[config.mk]
export PLATFORM = sky130hd
export DESIGN_NAME = cstp_engine
export DESIGN_NICKNAME = d
export VERILOG_FILES = /design/src/rtl/cstp_pkg.sv /design/src/rtl/cstp_cfg_regs.sv /design/src/rtl/cstp_ctrl.sv /design/src/rtl/cstp_shift.sv /design/src/rtl/cstp_engine.sv
export SDC_FILE = /design/constraint.sdc
export NUM_CORES = 1
export LEC_CHECK = 0
export BUFFER_PORTS_ARGS = -buffer_cell sky130_fd_sc_hd__buf_2
export CELL_PAD_IN_SITES_DETAIL_PLACEMENT = 1
export CELL_PAD_IN_SITES_GLOBAL_PLACEMENT = 1
export CORE_MARGIN = 8
export CORE_UTILIZATION = 49
export DETAILED_ROUTE_END_ITERATION = 10
export GPL_ROUTABILITY_DRIVEN = 0
export PLACE_DENSITY_LB_ADDON = 0.1
export SLEW_MARGIN = 15
export SYNTH_ARGS = -nofsm -noshare
export SYNTH_HDL_FRONTEND = slang
export SYNTH_HIERARCHICAL = 1
export SYNTH_SLANG_ARGS = --single-unit
export TNS_END_PERCENT = 50
[constraint.sdc]
create_clock -name clk -period 3.9 [get_ports clk]
set_input_delay 0.195 -clock clk [delete_from_list [all_inputs] [get_ports clk]]
set_output_delay 0.195 -clock clk [all_outputs]
set_load 0.05 [all_outputs]
[src/rtl/cstp_pkg.sv]
package cstp_pkg;

    typedef enum logic [1:0] {
        CFG_POLY   = 2'd0,
        CFG_SEED   = 2'd1,
        CFG_COUNT  = 2'd2,
        CFG_EXPECT = 2'd3
    } cfg_sel_e;

    typedef enum logic {
        PH_IDLE = 1'b0,
        PH_RUN  = 1'b1
    } phase_e;

endpackage

[src/rtl/cstp_cfg_regs.sv]
module cstp_cfg_regs
    import cstp_pkg::*;
#(
    parameter int REG_W = 36,
    parameter int CNT_W = 16
) (
    input  logic             clk,
    input  logic             rst_n,
    input  logic             we_i,
    input  logic [1:0]       sel_i,
    input  logic [REG_W-1:0] wdata_i,
    input  logic             lock_i,
    output logic [REG_W-1:0] poly_o,
    output logic [REG_W-1:0] seed_o,
    output logic [REG_W-1:0] exp_o,
    output logic [CNT_W-1:0] count_o
);

    typedef struct packed {
        logic [REG_W-1:0] poly;
        logic [REG_W-1:0] seed;
        logic [REG_W-1:0] exp_sig;
        logic [CNT_W-1:0] count;
    } cfg_t;

    cfg_t cfg_d, cfg_q;

    always_comb begin
        cfg_d = cfg_q;
        if (we_i && !lock_i) begin
            case (cfg_sel_e'(sel_i))
                CFG_POLY:   cfg_d.poly    = wdata_i;
                CFG_SEED:   cfg_d.seed    = wdata_i;
                CFG_COUNT:  cfg_d.count   = wdata_i[CNT_W-1:0];
                CFG_EXPECT: cfg_d.exp_sig = wdata_i;
                default:    cfg_d = cfg_q;
            endcase
        end
    end

    always_ff @(posedge clk or negedge rst_n) begin
        if (!rst_n) cfg_q <= '0;
        else        cfg_q <= cfg_d;
    end

    assign poly_o  = cfg_q.poly;
    assign seed_o  = cfg_q.seed;
    assign exp_o   = cfg_q.exp_sig;
    assign count_o = cfg_q.count;

    AST_CFG_FROZEN: assert property (@(posedge clk) disable iff (!rst_n)
        lock_i |=> $stable(cfg_q));

endmodule

[src/rtl/cstp_ctrl.sv]
module cstp_ctrl
    import cstp_pkg::*;
#(
    parameter int REG_W = 36,
    parameter int CNT_W = 16
) (
    input  logic             clk,
    input  logic             rst_n,
    input  logic             start_i,
    input  logic [CNT_W-1:0] count_i,
    input  logic [REG_W-1:0] seed_i,
    input  logic [REG_W-1:0] exp_i,
    input  logic [REG_W-1:0] state_next_i,
    output logic             load_o,
    output logic             busy_o,
    output logic             valid_o,
    output logic             pass_o
);

    typedef struct packed {
        phase_e           ph;
        logic [CNT_W-1:0] cnt;
        logic             valid;
        logic             pass;
    } ctrl_t;

    ctrl_t st_d, st_q;

    assign load_o = start_i && (st_q.ph == PH_IDLE);

    always_comb begin
        st_d = st_q;
        case (st_q.ph)
            PH_IDLE: begin
                if (start_i) begin
                    st_d.valid = 1'b0;
                    st_d.pass  = 1'b0;
                    if (count_i == '0) begin
                        st_d.valid = 1'b1;
                        st_d.pass  = (seed_i == exp_i);
                    end else begin
                        st_d.ph  = PH_RUN;
                        st_d.cnt = count_i;
                    end
                end
            end
            PH_RUN: begin
                st_d.cnt = st_q.cnt - 1'b1;
                if (st_q.cnt == {{(CNT_W-1){1'b0}}, 1'b1}) begin
                    st_d.ph    = PH_IDLE;
                    st_d.valid = 1'b1;
                    st_d.pass  = (state_next_i == exp_i);
                end
            end
            default: st_d = st_q;
        endcase
    end

    always_ff @(posedge clk or negedge rst_n) begin
        if (!rst_n) st_q <= '0;
        else        st_q <= st_d;
    end

    assign busy_o  = (st_q.ph == PH_RUN);
    assign valid_o = st_q.valid;
    assign pass_o  = st_q.pass;

    AST_RUN_COUNTDOWN: assert property (@(posedge clk) disable iff (!rst_n)
        (st_q.ph == PH_RUN && st_q.cnt > 1) |=>
        (st_q.ph == PH_RUN && st_q.cnt == $past(st_q.cnt) - 1'b1));
    AST_VALID_NOT_BUSY: assert property (@(posedge clk) disable iff (!rst_n)
        valid_o |-> !busy_o);
    AST_START_CLEARS: assert property (@(posedge clk) disable iff (!rst_n)
        (load_o && count_i != '0) |=> (busy_o && !valid_o && !pass_o));

endmodule

[src/rtl/cstp_shift.sv]
module cstp_shift #(
    parameter int REG_W   = 36,
    parameter int OUT_W   = 25,
    parameter int N_UNITS = 3
) (
    input  logic                     clk,
    input  logic                     rst_n,
    input  logic                     load_i,
    input  logic                     step_i,
    input  logic [REG_W-1:0]         seed_i,
    input  logic [REG_W-1:0]         poly_i,
    input  logic [N_UNITS*OUT_W-1:0] resp_i,
    output logic [REG_W-1:0]         state_o,
    output logic [REG_W-1:0]         next_o
);

    logic [N_UNITS:0][OUT_W-1:0] partial;
    logic [REG_W-1:0]            resp_ext;
    logic                        fb;
    logic [REG_W-1:0]            reg_d, reg_q;

    assign partial[0] = '0;
    for (genvar g = 0; g < N_UNITS; g++) begin : g_fold
        assign partial[g+1] = partial[g] ^ resp_i[g*OUT_W +: OUT_W];
    end

    if (OUT_W < REG_W) begin : g_ext
        assign resp_ext = {{(REG_W-OUT_W){1'b0}}, partial[N_UNITS]};
    end else begin : g_trunc
        assign resp_ext = partial[N_UNITS][REG_W-1:0];
    end

    assign fb     = ^(reg_q & poly_i);
    assign next_o = {reg_q[REG_W-2:0], fb} ^ resp_ext;

    always_comb begin
        reg_d = reg_q;
        if (load_i)      reg_d = seed_i;
        else if (step_i) reg_d = next_o;
    end

    always_ff @(posedge clk or negedge rst_n) begin
        if (!rst_n) reg_q <= '0;
        else        reg_q <= reg_d;
    end

    assign state_o = reg_q;

    AST_SEED_LOAD: assert property (@(posedge clk) disable iff (!rst_n)
        load_i |=> (state_o == $past(seed_i)));
    AST_IDLE_HOLD: assert property (@(posedge clk) disable iff (!rst_n)
        (!load_i && !step_i) |=> $stable(state_o));

    if (OUT_W < REG_W) begin : g_hi_chk
        AST_HI_SHIFT: assert property (@(posedge clk) disable iff (!rst_n)
            (step_i && !load_i) |=>
            (state_o[REG_W-1:OUT_W] == $past(state_o[REG_W-2:OUT_W-1])));
    end

endmodule

[src/rtl/cstp_engine.sv]
module cstp_engine #(
    parameter int REG_W   = 36,
    parameter int OUT_W   = 25,
    parameter int N_UNITS = 3,
    parameter int CNT_W   = 16
) (
    input  logic                     clk,
    input  logic                     rst_n,
    input  logic                     cfg_we,
    input  logic [1:0]               cfg_sel,
    input  logic [REG_W-1:0]         cfg_wdata,
    input  logic                     start,
    input  logic [N_UNITS*OUT_W-1:0] unit_resp,
    output logic [REG_W-1:0]         pattern,
    output logic                     busy,
    output logic                     sig_valid,
    output logic                     sig_pass
);

    logic [REG_W-1:0] poly, seed, exp_sig, state_next;
    logic [CNT_W-1:0] count;
    logic             load;

    cstp_cfg_regs #(.REG_W(REG_W), .CNT_W(CNT_W)) u_cfg (
        .clk     (clk),
        .rst_n   (rst_n),
        .we_i    (cfg_we),
        .sel_i   (cfg_sel),
        .wdata_i (cfg_wdata),
        .lock_i  (busy),
        .poly_o  (poly),
        .seed_o  (seed),
        .exp_o   (exp_sig),
        .count_o (count)
    );

    cstp_ctrl #(.REG_W(REG_W), .CNT_W(CNT_W)) u_ctrl (
        .clk          (clk),
        .rst_n        (rst_n),
        .start_i      (start),
        .count_i      (count),
        .seed_i       (seed),
        .exp_i        (exp_sig),
        .state_next_i (state_next),
        .load_o       (load),
        .busy_o       (busy),
        .valid_o      (sig_valid),
        .pass_o       (sig_pass)
    );

    cstp_shift #(.REG_W(REG_W), .OUT_W(OUT_W), .N_UNITS(N_UNITS)) u_shift (
        .clk     (clk),
        .rst_n   (rst_n),
        .load_i  (load),
        .step_i  (busy),
        .seed_i  (seed),
        .poly_i  (poly),
        .resp_i  (unit_resp),
        .state_o (pattern),
        .next_o  (state_next)
    );

endmodule

==> run metrics, run 1 <==
max-cap violations=0; run status=completed; Final Cycle Share=70.6%; IO buf count=155; commonest non-fill, non-tap cell in the layout=dfrtp_1; grt total ovfl=0; Crit path required time=4260 ps; drt pass-1 iters=4; Core Area=18800 µm²; Setup Skew=8.24 ps; Initial Util=50.1%; CP Buf/Inv Count=0; top post-synthesis cells by area=dfrtp_1 47%, mux2_2 15%, xnor2_1 13%, mux2i_1 3.8%, xor2_1 3.5%; Slew @ Worst Pin=832 ps; die area=24000 µm²; GRT Total Usage=23.2%; DR vias/cell=5.45; Max VDD drop=0.369 mV; Pleak=5.22 nW; EDFF count, synth=0; layout cells sized above 1=35.0%; Syn Area/Cell=11.7 µm²; Setup crit end kind=register; top cell type by total area after synthesis=dfrtp_1; Hold Path Class=input port to register; Sequential Area=4480 µm²; DR vias=6643; FILL cells=2023; Multi-input gate area=4700 µm²; Synth Register Bits=179; worst endpoint data arrival time=3110 ps; Slowest Stage Delay on Critical Path=490 ps; clk sink count=179; DP HPWL=19.8 mm; vias in the first global route=7607; Layout area overhead=16.5%; # DRC=0; post-synth top area share=47.5%; Clock Latency Late Sink=430 ps; post-synth cell types=48; fin nets=1065; Max Fclk=363 MHz; Final min period=2750 ps; initial antenna violation count=0; initial drt markers=360; Post-DRT Antenna Nets=0; # diodes=0; total routed wirelength=27.1 mm; CP Class=register to register; row count=50; setup violators final=0; H-tree depth=4; CP Cell Sequence=nand2_1 -> xnor2_1 -> xnor2_1 -> xnor2_1 -> xnor3_1 -> xnor2_2 -> xnor2_1 -> nand4_1 -> nor4_1 -> o2111ai_1 -> nand3_1; Die Wd=155 µm; Fin. Hold Viols=0; Syn Inst Count=804; Clk pin slew, worst setup/hold paths=70 ps; Top FF cell, synth=dfrtp_1; PwrDens=585 nW/µm²; largest net degree at the start of global routing=104; sequential area share after synthesis=47.5%; root buf cell=clkbuf_16; commonest cells after routing, fill and taps aside=178 x dfrtp_1, 154 x buf_2, 144 x xnor2_1, 126 x mux2_2, 80 x nand2_1; CTS Buf Count=17; postcts setup bufs=0; Relative slew margins=44.3%; async set-reset flop share out of synthesis=100%; Max stage delay cell, worst path=xnor3_1; WL per Instance=22.2 µm; most frequent CP cell=xnor2_1; unrepaired setup endpoints after global routing=false; Post-Place Cells=1186; synthesized netlist net count=923; CTS tree=done; CP max FO=4; final worst slack=1150 ps; Setup TNS Final=0 ps; nature of the critical path startpoint=register; dpl ws=1180 ps; fin. max-slew vios=0; DIE HEIGHT=155 µm; first-pass GRT wire length=42.7 mm; critical path's top delay family=XOR/XNOR gates; Clock Path Buffers=2; # IOs=156; yosys warns=6; post-synthesis cell area=9440 µm²; Post-Layout Cell Count=1219
-- cells in the mapped netlist, types with 2 or more instances --
cell type  instances
a21oi_1           10
xnor2_1          144
buf_4             15
and3_1             2
xnor2_2            3
buf_1              3
or3_1              2
nand3_1            4
o21ai_0           39
nor4_1             9
and4bb_2           2
xor2_1            38
or4_1              4
nand2_1           80
buf_6              4
ha_1               2
mux2_1             4
nor3_1             7
a211oi_1           3
or4_4              3
mux2i_1           36
buf_2              7
nor2b_1            4
clkbuf_1          11
inv_1              7
dfrtp_1          179
mux2_2           126
nand4_1           19
nor2_1            18
-- cell type report --
class / count / share of cell area (%)
clock buffers: 18 / 3.99
multi-input cells: 578 / 42.8
clock inverters: 14 / 1.38
inverters: 7 / 0.239
repair buffers: 163 / 7.91
flip-flops and latches: 179 / 40.7
well taps: 260 / 2.96
-- state kept, by name, summed over array words and instances (netlist names) --
| register | count |
|---|---|
| u_shift/state_o | 36 |
| u_cfg/poly_o | 36 |
| u_ctrl/pass_o | 1 |
| u_cfg/count_o | 16 |
| u_cfg/exp_o | 36 |
| u_ctrl/busy_o | 1 |
| u_ctrl/valid_o | 1 |
| u_cfg/seed_o | 36 |
| u_ctrl/st_q | 16 |
-- metrics by stage --
stage,area (µm²),utilization [%],power [mW],hold WS (ps)
floorplan,9440,-,4.07,-101
global placement,10400,55.2,4.67,269
detailed placement,10400,55.2,4.73,287
CTS,11000,58.4,6.47,4.59
global route,11000,58.4,6.70,20.9
finish,11000,58.4,6.43,23.5
-- where the power goes --
group          switching, mW  total, mW  internal (mW)
Sequential             0.326       2.41           2.09
Clock                  0.762       1.73          0.967
Combinational           1.51       2.29          0.774
Total                   2.60       6.43           3.83
-- timing repair --
item                                   CTS  global route
endpoints found under the hold margin   76             0
hold buffers                             1             0
gates resized for setup                  0             0
-- cells by family after synthesis --
group,count (synthesis),synth area share (%)
AOI/OAI and AO/OA,64,3.91
xor gates and xnor gates,186,17.6
adders and majority gates,2,0.265
buffers and inverters,47,2.88
DFF,179,47.5
muxes,166,19.3
and+or+nand+nor,160,8.52
-- layer usage --
| metal | GRT usage, % | part of all wire [%] | routed length [µm] | up-vias |
|---|---|---|---|---|
| met2 | 38.9 | 49 | 13300 | 164 |
| li1 | - | - | - | 3038 |
| met1 | 29.6 | 44 | 11800 | 3412 |
| met4 | 7.09 | 1.7 | 449 | 0 |
| met5 | 0 | 0 | 0 | - |
| met3 | 4.85 | 5.4 | 1460 | 29 |
-- final timing paths --
| kind | from | endpoint | slack (ps) | cells after the start |
|---|---|---|---|---|
| setup / recovery | u_shift/state_o[3]$_DFFE_PN0P_ | u_ctrl/pass_o$_DFFE_PN0P_ | 1150 | 11 |
| hold / removal | cfg_wdata[20] | u_cfg/poly_o[20]$_DFFE_PN0P_ | 20 | 2 |
| setup reg to reg | u_shift/state_o[3]$_DFFE_PN0P_ | u_ctrl/pass_o$_DFFE_PN0P_ | 1150 | 11 |
| hold reg to reg | u_cfg/poly_o[33]$_DFFE_PN0P_ | u_cfg/poly_o[33]$_DFFE_PN0P_ | 490 | 1 |
| max in group asynchronous | rst_n | u_cfg/seed_o[7]$_DFFE_PN0P_ | 2470 | 3 |
| min in group asynchronous | rst_n | u_cfg/poly_o[32]$_DFFE_PN0P_ | 380 | 2 |
-- worst reg2reg max path, stage by stage, from the launching register on --
cell       delay (ps)
dfrtp_1           410
nand2_1           200
xnor2_1           190
xnor2_1           250
xnor2_1           200
xnor3_1           490
xnor2_2           200
xnor2_1           160
nand4_1           130
nor4_1            190
o2111ai_1         150
nand3_1           120
Power figures use the tool's default switching activity.
==> run 2: changes to the inputs <==
--- a/config.mk
+++ b/config.mk
@@ -9,7 +9,7 @@
 export CELL_PAD_IN_SITES_DETAIL_PLACEMENT = 1
 export CELL_PAD_IN_SITES_GLOBAL_PLACEMENT = 1
 export CORE_MARGIN = 8
-export CORE_UTILIZATION = 49
+export CORE_UTILIZATION = 45
 export DETAILED_ROUTE_END_ITERATION = 10
 export GPL_ROUTABILITY_DRIVEN = 0
 export PLACE_DENSITY_LB_ADDON = 0.1
==> constraint.sdc (replaced) <==
create_clock -name clk -period 2.8 [get_ports clk]
set_input_delay 0.14 -clock clk [delete_from_list [all_inputs] [get_ports clk]]
set_output_delay 0.14 -clock clk [all_outputs]
set_load 0.05 [all_outputs]
==> run metrics, run 2 (synthesis results as in run 1) <==
Relative slew margins=43.5%; Die Wd=161 µm; Setup Skew=10.1 ps; Setup crit end kind=register; PwrDens=808 nW/µm²; Hold Crit Start=cfg_wdata[9]; worst endpoint data arrival time=2860 ps; total routed wirelength=27.9 mm; max-cap violations=0; Post-DRT Antenna Nets=0; # DRC=0; Setup TNS Final=0 ps; # IOs=156; r2r startpoint=u_cfg/count_o[14]$_DFFE_PN0P_; Layout area overhead=20.2%; Fin. Hold Viols=0; layout cells sized above 1=35.3%; clk sink count=179; largest net degree at the start of global routing=67; GRT Total Usage=21.9%; DR vias=6693; WL per Instance=22.1 µm; Finished Cell Area=11300 µm²; Clock Latency Late Sink=420 ps; Final Cycle Share=90.7%; DIE HEIGHT=161 µm; fin. max-slew vios=0; root buf cell=clkbuf_16; Core Area=20800 µm²; commonest non-fill, non-tap cell in the layout=dfrtp_1; IO buf count=155; final worst slack=261 ps; run status=completed; placed inst area=10500 µm²; grt total ovfl=0; initial drt markers=269; fin nets=1095; DP HPWL=20.7 mm; drt pass-1 iters=4; CP Class=register to register; Pleak=5.37 nW; Clock Path Buffers=2; Clk pin slew, worst setup/hold paths=70 ps; die area=25900 µm²; H-tree depth=4; Final min period=2540 ps; DR vias/cell=5.30; setup violators final=0; dpl ws=196 ps; initial antenna violation count=0; FILL cells=2271; Max Fclk=394 MHz; Crit path required time=3120 ps; Initial Util=45.3%; # diodes=0; CP startpoint=u_cfg/count_o[14]$_DFFE_PN0P_; vias in the first global route=7599; nature of the critical path startpoint=register; CP max FO=10; CTS tree=done; hold_ws=13.3 ps; first-pass GRT wire length=44.1 mm; commonest cells after routing, fill and taps aside=178 x dfrtp_1, 154 x buf_2, 143 x xnor2_1, 126 x mux2_2, 80 x nand2_1; Slew @ Worst Pin=847 ps; row count=53; Max VDD drop=0.504 mV; CTS Buf Count=17; unrepaired setup endpoints after global routing=false; Hold Path Class=input port to register
[run 2: cell count changes in the layout (fill, tap and decap cells not counted), sizes merged]
cell         change
clkinv           -5
dlygate4sd3     +19
inv              +2
buf             +11
bufinv           +1
clkinvlp         +2
[run 2: power by group]
group          internal (mW)  switching, mW  total (mW)
sequential              2.90          0.421        3.33
combinational           1.14           2.21        3.35
clock                   1.44           1.05        2.49
total                   5.49           3.69        9.17
[run 2: cell type report]
cell class | instances | area (µm²) | share of cell area [%]
multi-input combinational | 578 | 4720 | 41.6
sequential | 179 | 4480 | 39.5
timing repair buffer | 193 | 1170 | 10.3
clock buffer | 18 | 439 | 3.87
tap | 275 | 344 | 3.03
clock inverter | 14 | 174 | 1.53
inverter | 7 | 26.3 | 0.232
[run 2: repair_timing]
action / 4_1_cts / 5_1_grt
setup endpoints to repair: 0 / 1
hold buffers: 20 / 0
endpoints found under the hold margin: 115 / 0
gates resized for setup: 0 / 2
buffers inserted: 0 / 0
[run 2: worst paths after layout]
| kind | slack (ps) | cells past startpoint | end |
|---|---|---|---|
| worst max-delay path | 260 | 6 | u_ctrl/st_q[12]$_DFFE_PN0P_ |
| min in group asynchronous | 260 | 2 | u_cfg/exp_o[17]$_DFFE_PN0P_ |
| worst min register to register | 490 | 1 | u_cfg/poly_o[34]$_DFFE_PN0P_ |
| max in group asynchronous | 1640 | 3 | u_cfg/exp_o[14]$_DFFE_PN0P_ |
| worst min-delay path | 10 | 2 | u_cfg/seed_o[9]$_DFFE_PN0P_ |
| worst max register to register | 260 | 6 | u_ctrl/st_q[12]$_DFFE_PN0P_ |
[run 2: worst max-delay path, cell delays in order (launching register included)]
cell and delay, ps:
dfrtp_1 410, or4_1 570, o41ai_2 490, buf_4 250, nand2b_1 420, nor2_1 80, a211oi_1 210
[run 2: per-layer routing]
metal / track usage (%) / wire length (µm)
met3: 4.20 / 1150
met1: 28.3 / 12500
met5: 0 / 0
met4: 4.97 / 323
met2: 37.3 / 13900
[run 2: stage by stage]
stage / std cells / util [%] / power [mW]
after global placement: 1212 / 50.5 / 6.62
after detailed placement: 1212 / 50.5 / 6.69
after floorplan: 804 / - / 5.66
final: 1264 / 54.5 / 9.17
after global routing: 1264 / 54.5 / 9.58
after CTS: 1264 / 54.4 / 9.25
==> run 3: changes to the inputs <==
--- a/config.mk
+++ b/config.mk
@@ -9,7 +9,7 @@
 export CELL_PAD_IN_SITES_DETAIL_PLACEMENT = 1
 export CELL_PAD_IN_SITES_GLOBAL_PLACEMENT = 1
 export CORE_MARGIN = 8
-export CORE_UTILIZATION = 45
+export CORE_UTILIZATION = 41
 export DETAILED_ROUTE_END_ITERATION = 10
 export GPL_ROUTABILITY_DRIVEN = 0
 export PLACE_DENSITY_LB_ADDON = 0.1
==> constraint.sdc (replaced) <==
create_clock -name clk -period 2.3 [get_ports clk]
set_input_delay 0.115 -clock clk [delete_from_list [all_inputs] [get_ports clk]]
set_output_delay 0.115 -clock clk [all_outputs]
set_load 0.05 [all_outputs]
==> run metrics, run 3 (synthesis results as in run 1) <==
hold_ws=23.4 ps; most frequent CP cell=xnor2_2; Max VDD drop=0.511 mV; met1 GRT Util=27.2%; FILL cells=2407; Hold Path Class=input port to register; CTS Buf Count=17; Max Fclk=387 MHz; root buf cell=clkbuf_16; commonest non-fill, non-tap cell in the layout=dfrtp_1; CP max FO=2; DR vias/cell=5.13; Layout area overhead=26.8%; die area=28100 µm²; Die Wd=168 µm; vias in the first global route=7620; max-cap violations=0; # IOs=156; Fin. Hold Viols=0; Finished Cell Area=12000 µm²; Clock Latency Late Sink=440 ps; Relative slew margins=62.0%; dpl ws=-184 ps; Clock Path Buffers=2; IO buf count=155; DP HPWL=20.6 mm; CTS tree=done; Final min period=2580 ps; grt total ovfl=0; nature of the critical path startpoint=register; initial antenna violation count=1; CP Class=register to register; fin nets=1155; WL per Instance=21.0 µm; commonest cells after routing, fill and taps aside=166 x dfrtp_1, 154 x buf_2, 141 x xnor2_1, 126 x mux2_2, 76 x nand2_1; DR vias=6849; DIE HEIGHT=168 µm; fin. max-slew vios=0; failing checks=negative setup slack; CP Buf/Inv Count=0; Setup crit end kind=register; initial drt markers=295; Slowest Stage Delay on Critical Path=470 ps; Crit path required time=2670 ps; run status=complete, but fails checks; drt pass-1 iters=5; largest net degree at the start of global routing=65; final worst slack=-284 ps; H-tree depth=4; M2 GR Usage=33.0%; Initial Util=41.7%; Max stage delay cell, worst path=xnor3_1; Global Route met3 Usage=4.47%; setup violators final=2; CP Cell Sequence=nand2_2 -> xnor2_2 -> xnor2_4 -> xnor2_2 -> xnor3_1 -> xnor2_2 -> xnor2_1 -> nand4_1 -> nor4_1 -> o2111ai_1 -> nand3_1; Slew @ Worst Pin=565 ps; # DRC=0; Clk pin slew, worst setup/hold paths=80 ps; Setup Skew=13.9 ps; layer with the highest usage=met2; Final Cycle Share=112%; row count=55; placed inst area=10900 µm²; clk sink count=179; Sequential Area=4500 µm²; first-pass GRT wire length=44.2 mm; Core Area=22600 µm²; PwrDens=977 nW/µm²; unrepaired setup endpoints after global routing=true; total routed wirelength=28.0 mm; GRT Total Usage=20.4%; layout cells sized above 1=39.8%; worst endpoint data arrival time=2950 ps; critical path's top delay family=XOR/XNOR gates; Pleak=5.70 nW; Multi-input gate area=4820 µm²; Post-DRT Antenna Nets=0
## run 3: cell types whose count changed in the layout (fill, tap and decap cells not counted), moves of 3 or more
cell	change
inv_8	+5
xor2_1	-3
dfrtp_2	+11
dlygate4sd3_1	+14
clkinvlp_4	-4
dfrtp_1	-12
buf_4	+43
nand2_1	-4
## run 3: final timing paths
path,from,endpoint,slack [ps],depth (start not counted)
min in group asynchronous,rst_n,u_shift/state_o[30]$_DFFE_PN0P_,180,2
max in group asynchronous,rst_n,u_shift/state_o[0]$_DFFE_PN0P_,1370,3
max,u_cfg/poly_o[15]$_DFFE_PN0P_,u_ctrl/pass_o$_DFFE_PN0P_,-280,11
max reg2reg,u_cfg/poly_o[15]$_DFFE_PN0P_,u_ctrl/pass_o$_DFFE_PN0P_,-280,11
min reg2reg,u_ctrl/st_q[14]$_DFFE_PN0P_,u_ctrl/st_q[14]$_DFFE_PN0P_,490,1
min,cfg_wdata[13],u_cfg/count_o[13]$_DFFE_PN0P_,20,2
## run 3: through the flow
| step | setup TNS [ps] | utilization (%) | cells | power, mW |
|---|---|---|---|---|
| 2_1_floorplan | -96.2 | - | 804 | 6.92 |
| 3_3_place_gp | -117 | 48.2 | 1268 | 8.60 |
| 3_5_place_dp | -240 | 48.2 | 1268 | 8.63 |
| 4_1_cts | -223 | 52.3 | 1334 | 11.7 |
| 5_1_grt | -631 | 52.8 | 1335 | 12.3 |
| 6_report | -350 | 52.8 | 1335 | 11.7 |
## run 3: final cells by class
cell class | count | share of cell area, %
multi-input combinational | 578 | 40.3
sequential | 179 | 37.6
timing repair buffer | 253 | 14.0
clock buffer | 18 | 3.67
tap | 285 | 2.98
clock inverter | 14 | 1.28
inverter | 7 | 0.220
antenna | 1 | 0.0209
## run 3: routing by layer
layer / part of all wire (%) / up-vias
li1: - / 3212
met1: 47 / 3460
met2: 47 / 151
met3: 4.5 / 26
met4: 1.5 / 0
met5: 0 / -
## run 3: what timing repair did
action,4_1_cts,5_1_grt
hold buffers,34,0
setup endpoints to repair,2,15
gates resized for setup,0,20
hold endpoints to repair,147,0
cloned,0,0
pin swaps,3,19
buffers inserted,0,1
## run 3: where the power goes
group | internal, mW | switching [mW]
sequential | 3.55 | 0.267
clock | 1.58 | 1.40
combinational | 1.85 | 3.04
